--- src/rtl/bpwm_pkg.sv ---
package bpwm_pkg;

  localparam int ADDR_W = 3;
  localparam int CTL_W  = 5;

  localparam logic [ADDR_W-1:0] ADDR_MOD  = 3'd0;
  localparam logic [ADDR_W-1:0] ADDR_CMP0 = 3'd1;
  localparam logic [ADDR_W-1:0] ADDR_CTL0 = 3'd3;

  localparam logic [1:0] MODE_OFF = 2'b00;
  localparam logic [1:0] MODE_BUF = 2'b10;

  typedef struct packed {
    logic [1:0] mode;
    logic [1:0] edge_lvl;
    logic       ovf_restore;
  } ctl_t;

  function automatic logic chan_enabled(input ctl_t c);
    return c.mode != MODE_OFF;
  endfunction

endpackage

--- src/rtl/bpwm_rst_sync.sv ---
module bpwm_rst_sync (
  input  logic clk_i,
  input  logic rst_ni,
  output logic rst_no
);
  logic [1:0] sync_q;

  always_ff @(posedge clk_i or negedge rst_ni) begin
    if (!rst_ni) sync_q <= 2'b00;
    else         sync_q <= {sync_q[0], 1'b1};
  end

  assign rst_no = sync_q[1];
endmodule

--- src/rtl/bpwm_regs.sv ---
module bpwm_regs
  import bpwm_pkg::*;
#(
  parameter int CNT_W  = 16,
  parameter int N_CHAN = 2
) (
  input  logic                          clk_i,
  input  logic                          rst_ni,
  input  logic                          wr_en_i,
  input  logic [ADDR_W-1:0]             wr_addr_i,
  input  logic [CNT_W-1:0]              wr_data_i,
  output logic [CNT_W-1:0]              mod_o,
  output logic [N_CHAN-1:0][CNT_W-1:0]  cmp_o,
  output ctl_t [N_CHAN-1:0]             ctl_o,
  output logic [N_CHAN-1:0]             wr_cmp_o
);
  logic [CNT_W-1:0] mod_q, mod_d;

  always_comb begin
    mod_d = mod_q;
    if (wr_en_i && wr_addr_i == ADDR_MOD) mod_d = wr_data_i;
  end

  always_ff @(posedge clk_i or negedge rst_ni) begin
    if (!rst_ni) mod_q <= '1;
    else         mod_q <= mod_d;
  end

  assign mod_o = mod_q;

  for (genvar g = 0; g < N_CHAN; g++) begin : g_chan_regs
    localparam logic [ADDR_W-1:0] CMP_ADDR = ADDR_CMP0 + ADDR_W'(g);
    localparam logic [ADDR_W-1:0] CTL_ADDR = ADDR_CTL0 + ADDR_W'(g);

    logic [CNT_W-1:0] cmp_q, cmp_d;
    ctl_t             ctl_q, ctl_d;
    logic             cmp_hit, ctl_hit;

    always_comb begin
      cmp_hit = wr_en_i && (wr_addr_i == CMP_ADDR);
      ctl_hit = wr_en_i && (wr_addr_i == CTL_ADDR);
      cmp_d   = cmp_hit ? wr_data_i : cmp_q;
      ctl_d   = ctl_hit ? ctl_t'(wr_data_i[CTL_W-1:0]) : ctl_q;
    end

    always_ff @(posedge clk_i or negedge rst_ni) begin
      if (!rst_ni) begin
        cmp_q <= '0;
        ctl_q <= '0;
      end else begin
        cmp_q <= cmp_d;
        ctl_q <= ctl_d;
      end
    end

    assign cmp_o[g]    = cmp_q;
    assign ctl_o[g]    = ctl_q;
    assign wr_cmp_o[g] = cmp_hit;
  end
endmodule

--- src/rtl/bpwm_counter.sv ---
module bpwm_counter #(
  parameter int CNT_W = 16
) (
  input  logic             clk_i,
  input  logic             rst_ni,
  input  logic             stop_i,
  input  logic             clear_i,
  input  logic [CNT_W-1:0] mod_i,
  output logic [CNT_W-1:0] cnt_o,
  output logic [CNT_W-1:0] cnt_next_o,
  output logic             start_o,
  output logic             run_o
);
  logic [CNT_W-1:0] cnt_q, cnt_d;
  logic             run, at_mod;

  always_comb begin
    run    = !stop_i;
    at_mod = (cnt_q == mod_i);
    if (clear_i)     cnt_d = '0;
    else if (!run)   cnt_d = cnt_q;
    else if (at_mod) cnt_d = '0;
    else             cnt_d = cnt_q + CNT_W'(1);
  end

  always_ff @(posedge clk_i or negedge rst_ni) begin
    if (!rst_ni) cnt_q <= '0;
    else         cnt_q <= cnt_d;
  end

  assign cnt_o      = cnt_q;
  assign cnt_next_o = cnt_d;
  assign start_o    = clear_i || (run && at_mod);
  assign run_o      = run;

  a_r1_wrap: assert property (@(posedge clk_i) disable iff (!rst_ni)
    (!clear_i && !stop_i && cnt_q == mod_i) |=> (cnt_q == '0));
  a_r1_step: assert property (@(posedge clk_i) disable iff (!rst_ni)
    (!clear_i && !stop_i && cnt_q != mod_i) |=> (cnt_q == $past(cnt_q) + CNT_W'(1)));
  a_r2_hold: assert property (@(posedge clk_i) disable iff (!rst_ni)
    (!clear_i && stop_i) |=> $stable(cnt_q));
  a_r2_clear: assert property (@(posedge clk_i) disable iff (!rst_ni)
    clear_i |=> (cnt_q == '0));
endmodule

--- src/rtl/bpwm_link.sv ---
module bpwm_link #(
  parameter int CNT_W = 16
) (
  input  logic             clk_i,
  input  logic             rst_ni,
  input  logic             linked_i,
  input  logic             start_i,
  input  logic [1:0]       wr_cmp_i,
  input  logic [CNT_W-1:0] cmp_a_i,
  input  logic [CNT_W-1:0] cmp_b_i,
  output logic [CNT_W-1:0] cmp_eff_o
);
  logic linked_q;
  logic last_b_q, last_b_d;
  logic sel_b_q, sel_b_d;
  logic link_set, cur_b;

  always_comb begin
    link_set = linked_i && !linked_q;

    last_b_d = last_b_q;
    if (link_set)                     last_b_d = 1'b0;
    else if (linked_i && wr_cmp_i[1]) last_b_d = 1'b1;
    else if (linked_i && wr_cmp_i[0]) last_b_d = 1'b0;

    sel_b_d = sel_b_q;
    if (link_set)                 sel_b_d = 1'b0;
    else if (linked_i && start_i) sel_b_d = last_b_q;

    if (link_set)     cur_b = 1'b0;
    else if (start_i) cur_b = last_b_q;
    else              cur_b = sel_b_q;

    cmp_eff_o = (linked_i && cur_b) ? cmp_b_i : cmp_a_i;
  end

  always_ff @(posedge clk_i or negedge rst_ni) begin
    if (!rst_ni) begin
      linked_q <= 1'b0;
      last_b_q <= 1'b0;
      sel_b_q  <= 1'b0;
    end else begin
      linked_q <= linked_i;
      last_b_q <= last_b_d;
      sel_b_q  <= sel_b_d;
    end
  end

  a_r9_sel_hold: assert property (@(posedge clk_i) disable iff (!rst_ni)
    (!start_i && !link_set) |=> $stable(sel_b_q));
  a_r10_take_last: assert property (@(posedge clk_i) disable iff (!rst_ni)
    (linked_i && start_i && !link_set) |=> (sel_b_q == $past(last_b_q)));
  a_r9_link_starts_a: assert property (@(posedge clk_i) disable iff (!rst_ni)
    link_set |=> (!sel_b_q && !last_b_q));
endmodule

--- src/rtl/bpwm_chan.sv ---
module bpwm_chan
  import bpwm_pkg::*;
#(
  parameter int CNT_W = 16
) (
  input  logic             clk_i,
  input  logic             rst_ni,
  input  logic             en_i,
  input  logic             run_i,
  input  logic             start_i,
  input  logic [CNT_W-1:0] cnt_next_i,
  input  logic [CNT_W-1:0] cmp_i,
  input  ctl_t             ctl_i,
  output logic             pin_o
);
  logic out_q, out_d;
  logic hit;

  always_comb begin
    hit   = ctl_i.edge_lvl[1] && (cnt_next_i == cmp_i);
    out_d = out_q;
    if (!en_i)                             out_d = 1'b0;
    else if ((run_i || start_i) && hit)    out_d = ctl_i.edge_lvl[0];
    else if (start_i && ctl_i.ovf_restore) out_d = !ctl_i.edge_lvl[0];
  end

  always_ff @(posedge clk_i or negedge rst_ni) begin
    if (!rst_ni) out_q <= 1'b0;
    else         out_q <= out_d;
  end

  assign pin_o = out_q;

  a_r11_off_low: assert property (@(posedge clk_i) disable iff (!rst_ni)
    !en_i |=> !pin_o);
  a_r2_frozen_pin: assert property (@(posedge clk_i) disable iff (!rst_ni)
    (en_i && !run_i && !start_i) |=> $stable(pin_o));
endmodule

--- src/rtl/bpwm_timer.sv ---
module bpwm_timer
  import bpwm_pkg::*;
#(
  parameter int CNT_W = 16
) (
  input  logic              clk_i,
  input  logic              rst_ni,
  input  logic              wr_en_i,
  input  logic [2:0]        wr_addr_i,
  input  logic [CNT_W-1:0]  wr_data_i,
  input  logic              cnt_stop_i,
  input  logic              cnt_clear_i,
  output logic              pwm_a_o,
  output logic              pwm_b_o,
  output logic              b_pin_free_o,
  output logic [CNT_W-1:0]  count_o
);
  localparam int N_CHAN = 2;

  logic                         rst_n;
  logic [CNT_W-1:0]             mod;
  logic [N_CHAN-1:0][CNT_W-1:0] cmp;
  ctl_t [N_CHAN-1:0]            ctl;
  logic [N_CHAN-1:0]            wr_cmp;
  logic [CNT_W-1:0]             cnt, cnt_next, cmp_eff_a;
  logic                         start, run, linked;
  logic [N_CHAN-1:0]            en;
  logic [N_CHAN-1:0][CNT_W-1:0] cmp_use;
  logic [N_CHAN-1:0]            pin;

  bpwm_rst_sync u_rst (.clk_i(clk_i), .rst_ni(rst_ni), .rst_no(rst_n));

  bpwm_regs #(.CNT_W(CNT_W), .N_CHAN(N_CHAN)) u_regs (
    .clk_i(clk_i), .rst_ni(rst_n), .wr_en_i(wr_en_i), .wr_addr_i(wr_addr_i),
    .wr_data_i(wr_data_i), .mod_o(mod), .cmp_o(cmp), .ctl_o(ctl), .wr_cmp_o(wr_cmp)
  );

  bpwm_counter #(.CNT_W(CNT_W)) u_cnt (
    .clk_i(clk_i), .rst_ni(rst_n), .stop_i(cnt_stop_i), .clear_i(cnt_clear_i),
    .mod_i(mod), .cnt_o(cnt), .cnt_next_o(cnt_next), .start_o(start), .run_o(run)
  );

  assign linked = (ctl[0].mode == MODE_BUF);

  bpwm_link #(.CNT_W(CNT_W)) u_link (
    .clk_i(clk_i), .rst_ni(rst_n), .linked_i(linked), .start_i(start),
    .wr_cmp_i(wr_cmp), .cmp_a_i(cmp[0]), .cmp_b_i(cmp[1]), .cmp_eff_o(cmp_eff_a)
  );

  always_comb begin
    en[0]      = chan_enabled(ctl[0]);
    en[1]      = chan_enabled(ctl[1]) && !linked;
    cmp_use[0] = cmp_eff_a;
    cmp_use[1] = cmp[1];
  end

  for (genvar g = 0; g < N_CHAN; g++) begin : g_chan
    bpwm_chan #(.CNT_W(CNT_W)) u_chan (
      .clk_i(clk_i), .rst_ni(rst_n), .en_i(en[g]), .run_i(run), .start_i(start),
      .cnt_next_i(cnt_next), .cmp_i(cmp_use[g]), .ctl_i(ctl[g]), .pin_o(pin[g])
    );
  end

  assign pwm_a_o      = pin[0];
  assign pwm_b_o      = pin[1];
  assign b_pin_free_o = linked;
  assign count_o      = cnt;

  a_r8_b_released: assert property (@(posedge clk_i) disable iff (!rst_n)
    ($past(linked) && linked) |-> (!pwm_b_o && b_pin_free_o));
endmodule

--- config.mk ---
export PLATFORM = sky130hd
export DESIGN_NAME = bpwm_timer
export DESIGN_NICKNAME = d
export VERILOG_FILES = /design/src/rtl/bpwm_pkg.sv /design/src/rtl/bpwm_rst_sync.sv /design/src/rtl/bpwm_regs.sv /design/src/rtl/bpwm_counter.sv /design/src/rtl/bpwm_link.sv /design/src/rtl/bpwm_chan.sv /design/src/rtl/bpwm_timer.sv
export SDC_FILE = /design/constraint.sdc
export NUM_CORES = 1
export LEC_CHECK = 0
export ABC_AREA = 1
export BUFFER_PORTS_ARGS = -buffer_cell sky130_fd_sc_hd__clkbuf_2
export CAP_MARGIN = 20
export CORE_MARGIN = 1.5
export CORE_UTILIZATION = 45
export CTS_CLUSTER_DIAMETER = 120
export DETAILED_ROUTE_END_ITERATION = 6
export SKIP_CTS_REPAIR_TIMING = 1
export SLEW_MARGIN = 25
export SYNTH_ARGS = -nofsm -noshare
export SYNTH_HDL_FRONTEND = slang
export SYNTH_HIERARCHICAL = 1
export SYNTH_SLANG_ARGS = --single-unit
--- constraint.sdc ---
create_clock -name clk_i -period 6.1 [get_ports clk_i]
set_clock_uncertainty 0.05 [all_clocks]
set_input_delay 0.305 -clock clk_i [delete_from_list [all_inputs] [get_ports clk_i]]
set_output_delay 0.305 -clock clk_i [all_outputs]
set_load 0.02 [all_outputs]
==> out/results.ini, run 1 <==
[status]
outcome = finished with violations
failed_checks = design-rule violations

[sta]
slew-limit-headroom = 0.5261
period_minus_slack_ns = 2.905
finalSetupViolCount = 0
finalCritPeriodShare = 0.4762
slew_viol_final = 0
setup_slack_ns = 3.195
hold_violations = 0
rsz0062_at_grt = false
tns_ns = 0
hold_slack_ns = 0.1336
worst_slew_pin_tran_ns = 0.7108
max_frequency_mhz = 344.3

[global_route]
via_count_of_the_first_global_routing_pass = 4031
globalRouteTotalUtil = 0.2422
wire_length_of_the_first_global_routing_pass_um = 21030
gr-total-overflow = 0
antenna_violations_before_repair = 0
pin_count_of_the_biggest_net_entering_global_routing = 80

[worst_hold_path]
hold-path-endpoint = u_regs/mod_o[5]
hold_path_startpoint = wr_data_i[5]
whs_path_depth = 3
hp-class = in2reg

[drt]
drc_errors = 1
drtPass1Iterations = 7
final_wl_um = 13060
routed_via_density = 5.063
antenna_left = 0
detail_route.iter0.violations = 378
dr_total_vias = 4430
detail_route.wl_per_cell_um = 14.93

[critical_path]
startpoint_type = flop
reg2reg_depth = 24
r2r_end = g_chan[0].u_chan/pin_o
timing.critical_path.to_type = flop
critical_path.reg2reg.startpoint = u_regs/mod_o[0]
critical_path.max_fanout = 23
critical_path_arrival_ns = 3.16
critical_path_required_ns = 6.35
path_class = reg2reg
worst-r2r-setup-slack_ns = 3.20

[power_and_ir_drop]
max-vdd-ir-drop_mv = 0.1166
power.density_nw_per_um2 = 259.6
static-leakage-power_nw = 2.793

[clocking]
clock_latency_at_the_later_pin_of_the_worst_skew_pair_ns = 0.36
clock_tree.htree_level_count = 3
clk_pin_slew_ns = 0.09
tritoncts_clock_tree = yes
clock_path_buffers = 2
cts_sink_count = 81
numCtsBuffers = 9
root_buffer = sky130_fd_sc_hd__clkbuf_8

[logic_synthesis]
ys_ff_latch = 81
postSynthCellCount = 698
yosys_warnings = 6
mappedNetlistArea_um2 = 4878
syn_area_per_cell_um2 = 6.989
yosys_cell_types = 32
sequential_fraction_of_the_synthesis_area = 0.4196
mappedNetlistNets = 723

[die]
die_w_um = 107.1
fp.dieH_um = 107.1
initial_standard_cell_utilization_of_the_core = 0.4683
core_um2 = 10420
std_cell_rows = 37
pin_count = 43
die_area_um2 = 11470

[final_layout]
layout.cells.non_filler = 875
final_nets = 759
n_antenna_cell = 0
area_used_by_multi_input_combinational_logic_um2 = 2322
layout-drive-gt1-share = 0.1691
most_common_cell_after_layout_fill_and_taps_aside = sky130_fd_sc_hd__nand2_1
final.fill_count = 1072
areaGrowthSynthToFinish_pct = 9.156
top_library_cells_by_usage_in_the_layout_fill_and_taps_aside = 289 x sky130_fd_sc_hd__nand2_1, 84 x sky130_fd_sc_hd__inv_1, 81 x sky130_fd_sc_hd__nand3_1, 64 x sky130_fd_sc_hd__dfrtp_1, 44 x sky130_fd_sc_hd__nor2_1
area.sequential_um2 = 2051
fin_area_um2 = 5325

[placement]
post-place-ws_ns = 3.221
placed_cell_area_um2 = 5110
dpl.hpwl_um = 9524
placed_instance_count = 857
buffer_ports.inserted = 42
place_congestion = 0.8845

[job]
maxCapViolCount = 0

[cell families (layout without fill, tap and decap cells)]
group / count (synthesis) / in the layout / share of synthesized area
AOI/OAI and AO/OA: 9 / 9 / 0.01026
adders and majority gates: 1 / 1 / 0.002564
DFF: 81 / 81 / 0.4196
other: 1 / 1 / 0.0007687
xor gates and xnor gates: 19 / 19 / 0.03411
and+or+nand+nor: 475 / 475 / 0.4283
buffers and inverters: 112 / 153 / 0.1044
[critical path: stages (launching register included)]
cell and delay [ns]:
sky130_fd_sc_hd__dfstp_2 0.56, sky130_fd_sc_hd__inv_1 0.05, sky130_fd_sc_hd__nand2_1 0.05, sky130_fd_sc_hd__nand2_1 0.05, sky130_fd_sc_hd__nor2_1 0.12, sky130_fd_sc_hd__nand2_1 0.09, sky130_fd_sc_hd__nor2_2 0.10, sky130_fd_sc_hd__nand3_2 0.10
sky130_fd_sc_hd__nand2_4 0.27, sky130_fd_sc_hd__inv_2 0.08, sky130_fd_sc_hd__nand2_2 0.08, sky130_fd_sc_hd__nand2_4 0.14, sky130_fd_sc_hd__nand2_4 0.21, sky130_fd_sc_hd__nand2_1 0.08, sky130_fd_sc_hd__nand2_1 0.08, sky130_fd_sc_hd__inv_1 0.05
sky130_fd_sc_hd__nand2_1 0.06, sky130_fd_sc_hd__nand2_1 0.05, sky130_fd_sc_hd__nor2_1 0.09, sky130_fd_sc_hd__nand2_1 0.07, sky130_fd_sc_hd__nor2_2 0.10, sky130_fd_sc_hd__nand3_1 0.10, sky130_fd_sc_hd__nand2_1 0.08, sky130_fd_sc_hd__nand3_1 0.06
sky130_fd_sc_hd__nand2_1 0.06
[cell usage after synthesis (all sizes together)]
cell type	n	area, um^2
inv	91	344.1
o21ai	5	25.02
xor2	9	78.83
dfstp	16	420.4
o21bai	2	15.01
nor2	68	349.1
xnor2	10	87.58
nand3	82	415.4
clkinv	1	5.000
dfrtp	65	1627
clkbuf	1	5.000
a21oi	2	10.01
nor3	4	20.02
or2	4	25.02
nand2	302	1186
conb	1	3.750
nand4	15	93.84
ha	1	12.51
buf	19	155.2
[worst max path at each step]
| stage | startpoint | endpoint | slack [ns] | cells after the start |
|---|---|---|---|---|
| after global placement | u_regs/mod_o[0] | g_chan[0].u_chan/pin_o | 3.30 | 23 |
| final | u_regs/mod_o[0] | g_chan[0].u_chan/pin_o | 3.20 | 24 |
| after detailed placement | u_regs/mod_o[0] | g_chan[0].u_chan/pin_o | 3.22 | 24 |
| after global routing | u_regs/mod_o[4] | g_chan[0].u_chan/pin_o | 2.88 | 24 |
| after floorplan | u_cnt/cnt_o[8] | g_chan[0].u_chan/pin_o | 3.60 | 22 |
| after CTS | u_regs/mod_o[0] | g_chan[0].u_chan/pin_o | 3.20 | 24 |
[cell type report]
type	instances	share of cell area
multi-input cells	505	0.4361
flip-flops and latches	81	0.3851
inverters	92	0.06555
repair buffers	45	0.04793
well taps	136	0.03195
clock buffers	9	0.02326
clock inverters	7	0.01010
[metal layers]
metal	vias up	share of wire	GRT usage
met2	122	0.45	0.3772
li1	2205	-	-
met4	0	0.011	0.06190
met1	2095	0.47	0.3460
met3	8	0.063	0.04559
met5	-	0	0
[report_power, final]
group          internal (mW)  switching [mW]
Sequential             0.633          0.0763
Combinational          0.115           0.197
Clock                  0.150           0.211
Total                  0.898           0.484
[stage by stage]
step / total power [mW] / utilization
2_1_floorplan: 0.9319 / -
3_3_place_gp: 1.019 / 0.4906
3_5_place_dp: 1.028 / 0.4906
4_1_cts: 1.395 / 0.5076
5_1_grt: 1.482 / 0.5112
6_report: 1.382 / 0.5112
[registers in the layout, summed over array words and instances, names as in the netlist]
signal                    flops
g_chan.u_chan/pin_o           2
u_cnt/cnt_o                  16
u_link/last_b_q               1
u_link/linked_q               1
u_link/sel_b_q                1
u_regs/ctl_o                 10
u_regs/g_chan_regs.cmp_q     32
u_regs/mod_o                 16
u_rst/sync_q                  2
(Power assumes the default switching activity.)
==> run 2: changes to the inputs <==
==> constraint.sdc (replaced) <==
create_clock -name clk_i -period 2.85 [get_ports clk_i]
set_clock_uncertainty 0.05 [all_clocks]
set_input_delay 0.1425 -clock clk_i [delete_from_list [all_inputs] [get_ports clk_i]]
set_output_delay 0.1425 -clock clk_i [all_outputs]
set_load 0.02 [all_outputs]
==> run 2 against run 1 <==
Effect of this change: the run now ends clean; utilization rose by 2.7 points; worst setup slack got worse by 3.1 ns; maximum frequency rose by 6.5%; die area did not move; sequential cell count did not move; power rose by 130%.
==> out/results.ini, run 2 (synthesis results as in run 1) <==
[status]
outcome = finished, final reports clean

[die]
die_area_um2 = 11470  ; unchanged
std_cell_rows = 37  ; unchanged
core_um2 = 10420  ; unchanged
fp.dieH_um = 107.1  ; unchanged
pin_count = 43  ; unchanged
die_w_um = 107.1  ; unchanged
initial_standard_cell_utilization_of_the_core = 0.4683  ; unchanged

[clocking]
clock_latency_at_the_later_pin_of_the_worst_skew_pair_ns = 0.37  ; about the same
clk_pin_slew_ns = 0.08  ; about the same
cts_sink_count = 81  ; unchanged
clock_path_buffers = 2  ; unchanged
clock_tree.htree_level_count = 3  ; unchanged
numCtsBuffers = 9  ; unchanged
root_buffer = sky130_fd_sc_hd__clkbuf_8
tritoncts_clock_tree = yes

[final_layout]
largest_reg_flops = 32  ; unchanged
top_library_cells_by_usage_in_the_layout_fill_and_taps_aside = 289 x sky130_fd_sc_hd__nand2_1, 84 x sky130_fd_sc_hd__inv_1, 81 x sky130_fd_sc_hd__nand3_1, 64 x sky130_fd_sc_hd__dfrtp_1
regMostFlops = u_regs/g_chan_regs.cmp_q
final_core_utilization = 0.5380  ; +0.02679
final_nets = 781  ; +2.9%
areaGrowthSynthToFinish_pct = 14.88
most_common_cell_after_layout_fill_and_taps_aside = sky130_fd_sc_hd__nand2_1
layout.cells.non_filler = 897  ; +2.5%
n_antenna_cell = 0  ; unchanged
area_used_by_multi_input_combinational_logic_um2 = 2377  ; +2.4%
fin_area_um2 = 5604  ; +5.2%
layout-drive-gt1-share = 0.1813  ; +0.01219
final.fill_count = 1031  ; -3.8%
area.sequential_um2 = 2051  ; unchanged

[worst_hold_path]
hp-class = in2reg

[critical_path]
startpoint_type = flop
timing.critical_path.to_type = flop
critical_path_required_ns = 3.11  ; -3.24 ns
crit_path_max_incr_delay_ns = 0.45  ; -0.11 ns
crit_chain = ha_1, nand2_1, nor2_2, nand2_2, nor2_4, inv_1, o21ai_1, nand2_1, nor2_2, inv_1, nand2_1, nand2_1, nor2_1, nand2_1, nor2_2, nand3_1, nand2_1, nand3_1, nand2_1
critical_path_arrival_ns = 2.99  ; -0.17 ns
path_class = reg2reg
critical_path.max_fanout = 6  ; -74%
critical_path.most_common_cell = sky130_fd_sc_hd__nand2_1
timing.critical_path.slowest_stage_cell = sky130_fd_sc_hd__dfrtp_1

[sta]
hold_slack_ns = 0.0001242  ; -0.1335 ns
slew_viol_final = 0  ; unchanged
rsz0062_at_grt = true
finalCritPeriodShare = 0.9573  ; +0.4812
worst_slew_pin_tran_ns = 0.5391  ; -0.1717 ns
finalSetupViolCount = 0  ; unchanged
tns_ns = 0  ; unchanged
period_minus_slack_ns = 2.728  ; -0.1762 ns
slew-limit-headroom = 0.6402  ; +0.1141
max_frequency_mhz = 366.5  ; +6.5%
hold_violations = 0  ; unchanged

[power_and_ir_drop]
power.density_nw_per_um2 = 574.1  ; +120%
static-leakage-power_nw = 2.949  ; +5.6%
max-vdd-ir-drop_mv = 0.2980  ; +160%

[drt]
detail_route.iter0.violations = 478  ; +26%
dr_total_vias = 4661  ; +5.2%
final_wl_um = 13970  ; +6.9%
routed_via_density = 5.196  ; +2.6%
detail_route.wl_per_cell_um = 15.57  ; +4.3%
antenna_left = 0  ; unchanged
drc_errors = 0  ; -1
drtPass1Iterations = 5  ; -2

[global_route]
fraction_of_met2_tracks_used_by_global_routing = 0.3817  ; +0.004550
globalRouteTotalUtil = 0.2474  ; +0.005211
wire_length_of_the_first_global_routing_pass_um = 21310  ; +1.3%
grt-busiest-layer = met2
antenna_violations_before_repair = 0  ; unchanged
pin_count_of_the_biggest_net_entering_global_routing = 80  ; unchanged
met1_usage = 0.3518  ; +0.005767
groute.layer.met3.usage = 0.04195  ; -0.003647
gr-total-overflow = 0  ; unchanged
via_count_of_the_first_global_routing_pass = 4150  ; +3.0%

[job]
maxCapViolCount = 0  ; unchanged

[placement]
placed_cell_area_um2 = 5162  ; +1.0%
dpl.hpwl_um = 9892  ; +3.9%
placed_instance_count = 864  ; +0.82%
place_congestion = 0.8899  ; +0.61%
buffer_ports.inserted = 42  ; unchanged

[run 2: report_power, final]
group / internal (mW) / switching [mW] / total, mW
combinational: 0.263 / 0.441 / 0.704
clock: 0.584 / 0.410 / 0.994
sequential: 1.36 / 0.163 / 1.52
total: 2.20 / 1.01 / 3.22
[run 2: area by class of cell]
class,instances,area share
flip-flops and latches,81,0.3659
repair buffers,65,0.07636
well taps,136,0.03036
inverters,92,0.06229
clock inverters,3,0.01608
multi-input cells,507,0.4242
clock buffers,13,0.02478
[run 2: final timing paths]
path                            startpoint                              end  slack [ns]  cells past startpoint
max                         u_cnt/cnt_o[0]           g_chan[0].u_chan/pin_o        0.12                     19
min                           wr_data_i[7]                  u_regs/mod_o[7]      0.0001                      3
max reg2reg                 u_cnt/cnt_o[0]           g_chan[0].u_chan/pin_o        0.12                     19
min reg2reg                u_rst/sync_q[1]  u_regs/g_chan_regs[0].cmp_q[12]        0.25                      0
max in group asynchronous  u_rst/sync_q[1]                  u_regs/mod_o[3]        1.83                      1
min in group asynchronous           rst_ni                  u_rst/sync_q[1]        0.04                      2
[run 2: critical path, delay by kind of cell (launching register included)]
kind | cells | cell delay, ns
buffers and inverters | 2 | 0.15
DFF | 1 | 0.45
and+or+nand+nor | 15 | 1.67
adders and majority gates | 1 | 0.20
AOI/OAI and AO/OA | 1 | 0.14
[run 2: layer usage]
metal	up-vias	share of wire
li1	2246	-
met1	2192	0.46
met2	201	0.45
met3	22	0.072
met4	0	0.019
met5	-	0
[run 2: through the flow]
| step | total power [mW] | setup slack [ns] |
|---|---|---|
| 2_1_floorplan | 1.995 | 0.3472 |
| 3_3_place_gp | 2.191 | 0.2141 |
| 3_5_place_dp | 2.213 | 0.08150 |
| 4_1_cts | 3.208 | 0.05679 |
| 5_1_grt | 3.409 | -0.03532 |
| 6_report | 3.217 | 0.1217 |
==> run 3: changes to the inputs <==
--- a/config.mk
+++ b/config.mk
@@ -8,9 +8,9 @@
 export ABC_AREA = 1
 export BUFFER_PORTS_ARGS = -buffer_cell sky130_fd_sc_hd__clkbuf_2
 export CAP_MARGIN = 20
-export CORE_MARGIN = 1.5
+export CORE_MARGIN = 4
 export CORE_UTILIZATION = 45
-export CTS_CLUSTER_DIAMETER = 120
+export CTS_CLUSTER_DIAMETER = 60
 export DETAILED_ROUTE_END_ITERATION = 6
 export SKIP_CTS_REPAIR_TIMING = 1
 export SLEW_MARGIN = 25
==> run 3 against run 2 <==
Effect of this change: the run now ends with negative hold slack left; clock power decreased by 8.5%; final area increased by 0.65%; global-route usage decreased by 3.4 points; first-iteration DRC count decreased by 35%; critical path depth decreased by 3; critical endpoint is now g_chan[1].u_chan/pin_o; largest power group unchanged.
==> out/results.ini, run 3 (synthesis results as in run 1) <==
[final_layout]
areaGrowthSynthToFinish_pct = 15.62
largest_reg_flops = 32  ; unchanged
regMostFlops = u_regs/g_chan_regs.cmp_q
top_library_cells_by_usage_in_the_layout_fill_and_taps_aside = 287 x sky130_fd_sc_hd__nand2_1, 84 x sky130_fd_sc_hd__inv_1, 79 x sky130_fd_sc_hd__nand3_1, 64 x sky130_fd_sc_hd__dfrtp_1, 42 x sky130_fd_sc_hd__clkbuf_2
fin_area_um2 = 5640  ; +0.65%
most_common_cell_after_layout_fill_and_taps_aside = sky130_fd_sc_hd__nand2_1
layout-drive-gt1-share = 0.1963  ; +0.01497
final_nets = 779  ; -0.26%
n_antenna_cell = 0  ; unchanged

[drt]
drc_errors = 0  ; unchanged
final_wl_um = 13520  ; -3.2%
detail_route.iter0.violations = 312  ; -35%
dr_total_vias = 4571  ; -1.9%
detail_route.wl_per_cell_um = 15.11  ; -3.0%
antenna_left = 0  ; unchanged
drtPass1Iterations = 7  ; +2
routed_via_density = 5.107  ; -1.7%

[power_and_ir_drop]
power.density_nw_per_um2 = 558.0  ; -2.8%
p_total_mw = 3.148  ; -2.2%
static-leakage-power_nw = 2.947  ; about the same
max-vdd-ir-drop_mv = 0.3513  ; +18%

[global_route]
pin_count_of_the_biggest_net_entering_global_routing = 78  ; -2.5%
antenna_violations_before_repair = 0  ; unchanged
gr-total-overflow = 0  ; unchanged
via_count_of_the_first_global_routing_pass = 4179  ; +0.70%
globalRouteTotalUtil = 0.2136  ; -0.03379
wire_length_of_the_first_global_routing_pass_um = 21320  ; about the same

[worst_hold_path]
hp-class = in2reg
hold-path-endpoint = u_regs/mod_o[7]
whs_path_depth = 3  ; unchanged
hold_path_startpoint = wr_data_i[7]

[sta]
rsz0062_at_grt = true
finalCritPeriodShare = 0.9568  ; about the same
slew_viol_final = 0  ; unchanged
max_frequency_mhz = 366.7  ; about the same
finalSetupViolCount = 0  ; unchanged
worst_slew_pin_tran_ns = 0.5427  ; +0.003570 ns
tns_ns = 0  ; unchanged
hold_slack_ns = -0.01888  ; -0.01900 ns
hold_violations = 1  ; +1
period_minus_slack_ns = 2.727  ; -0.001372 ns
slew-limit-headroom = 0.6382  ; -0.001993

[critical_path]
worst-r2r-setup-slack_ns = 0.12  ; about the same
critical_path.reg2reg.startpoint = u_regs/mod_o[5]
r2r_end = g_chan[1].u_chan/pin_o
critical_path_arrival_ns = 2.96  ; -0.03 ns
crit_chain = inv_1, or2_2, nand3_1, nor2_2, nand3_2, nand2_8, buf_4, nor2_1, nand2_1, nand2_1, nand3_1, nor2_2, nand3_1, nand2_1, nand3_1, nand2_1
critical_path_required_ns = 3.09  ; -0.02 ns
path_class = reg2reg
cp_top_family = simple AND/OR/NAND/NOR gates
startpoint_type = flop
reg2reg_depth = 16  ; -3
critical_path.max_fanout = 10  ; +4
timing.critical_path.slowest_stage_cell = sky130_fd_sc_hd__dfstp_2
crit_path_max_incr_delay_ns = 0.54  ; +0.09 ns
wp_buf_inv = 2  ; unchanged
timing.critical_path.to_type = flop

[clocking]
root_buffer = sky130_fd_sc_hd__clkbuf_8
numCtsBuffers = 9  ; unchanged
clock_tree.htree_level_count = 3  ; unchanged
clock_latency_at_the_later_pin_of_the_worst_skew_pair_ns = 0.35  ; -0.02 ns
tritoncts_clock_tree = yes
cts_sink_count = 81  ; unchanged
clock_path_buffers = 2  ; unchanged
clk_pin_slew_ns = 0.09  ; about the same

[die]
std_cell_rows = 37  ; unchanged
pin_count = 43  ; unchanged
initial_standard_cell_utilization_of_the_core = 0.4663  ; -0.002072
die_area_um2 = 12570  ; +9.6%
die_w_um = 112.1  ; +4.7%
core_um2 = 10460  ; +0.44%
fp.dieH_um = 112.1  ; +4.7%

[placement]
place_congestion = 0.8523  ; -4.2%
dpl.hpwl_um = 9612  ; -2.8%
buffer_ports.inserted = 42  ; unchanged
placed_cell_area_um2 = 5170  ; +0.15%

[status]
failed_checks = negative hold slack
outcome = finished with violations

[job]
maxCapViolCount = 0  ; unchanged

[run 3: cell types whose count changed in the layout (fill, tap and decap cells not counted), moves of 2 or more]
| cell | before | now |
|---|---|---|
| sky130_fd_sc_hd__nor2_4 | 4 | 7 |
| sky130_fd_sc_hd__nor2_1 | 42 | 39 |
| sky130_fd_sc_hd__nand3_2 | 1 | 3 |
| sky130_fd_sc_hd__dlygate4sd3_1 | 8 | 5 |
| sky130_fd_sc_hd__bufinv_16 | 3 | 1 |
| sky130_fd_sc_hd__clkbuf_1 | 4 | 1 |
| sky130_fd_sc_hd__buf_12 | 2 | 0 |
| sky130_fd_sc_hd__nand3_1 | 81 | 79 |
| sky130_fd_sc_hd__clkbuf_8 | 9 | 13 |
| sky130_fd_sc_hd__nand2_1 | 289 | 287 |
[run 3: cell type report]
cell class | instances | area, um^2
sequential | 81 | 2051
clock buffer | 14 | 182.7
multi-input combinational | 506 | 2417
inverter | 92 | 351.6
fill | 1046 | 4822
timing repair buffer | 64 | 432.9
tap | 136 | 170.2
clock inverter | 2 | 35.03
[run 3: worst max path at each step]
| stage | start | end | slack [ns] | cells past startpoint |
|---|---|---|---|---|
| floorplan | u_cnt/cnt_o[8] | g_chan[0].u_chan/pin_o | 0.35 | 22 |
| global placement | u_regs/mod_o[15] | g_chan[0].u_chan/pin_o | 0.12 | 20 |
| detailed placement | u_regs/mod_o[15] | g_chan[0].u_chan/pin_o | 0.02 | 20 |
| CTS | u_regs/mod_o[15] | g_chan[0].u_chan/pin_o | 0.01 | 20 |
| global route | u_regs/mod_o[15] | g_chan[0].u_chan/pin_o | -0.02 | 22 |
| finish | u_regs/mod_o[5] | g_chan[1].u_chan/pin_o | 0.12 | 16 |
[run 3: layer usage]
layer  wire length, um  global-route usage  up-vias
met1              6262              0.3104     2155
met3               836             0.03774       19
met4               291             0.06250        0
met2              6130              0.3274      152
li1                  -                   -     2245
met5                 0                   0        -
[run 3: through the flow]
step	std cells	setup WS, ns	utilization
2_1_floorplan	698	0.3472	-
3_3_place_gp	865	0.1189	0.4941
3_5_place_dp	865	0.02165	0.4941
4_1_cts	881	0.01135	0.5149
5_1_grt	895	-0.01588	0.5391
6_report	895	0.1230	0.5391
[run 3: power breakdown]
group          internal [mW]  total, mW  switching, mW
sequential              1.36       1.51          0.156
combinational          0.274      0.725          0.452
clock                  0.500      0.910          0.410
total                   2.13       3.15           1.02
[run 3: worst reg2reg max path, cell delays in order (launching register included)]
cell and delay, ns:
sky130_fd_sc_hd__dfstp_2 0.54, sky130_fd_sc_hd__inv_1 0.05, sky130_fd_sc_hd__or2_2 0.28, sky130_fd_sc_hd__nand3_1 0.10, sky130_fd_sc_hd__nor2_2 0.04, sky130_fd_sc_hd__nand3_2 0.11, sky130_fd_sc_hd__nand2_8 0.09, sky130_fd_sc_hd__buf_4 0.21
sky130_fd_sc_hd__nor2_1 0.42, sky130_fd_sc_hd__nand2_1 0.12, sky130_fd_sc_hd__nand2_1 0.09, sky130_fd_sc_hd__nand3_1 0.09, sky130_fd_sc_hd__nor2_2 0.14, sky130_fd_sc_hd__nand3_1 0.11, sky130_fd_sc_hd__nand2_1 0.09, sky130_fd_sc_hd__nand3_1 0.06
sky130_fd_sc_hd__nand2_1 0.07
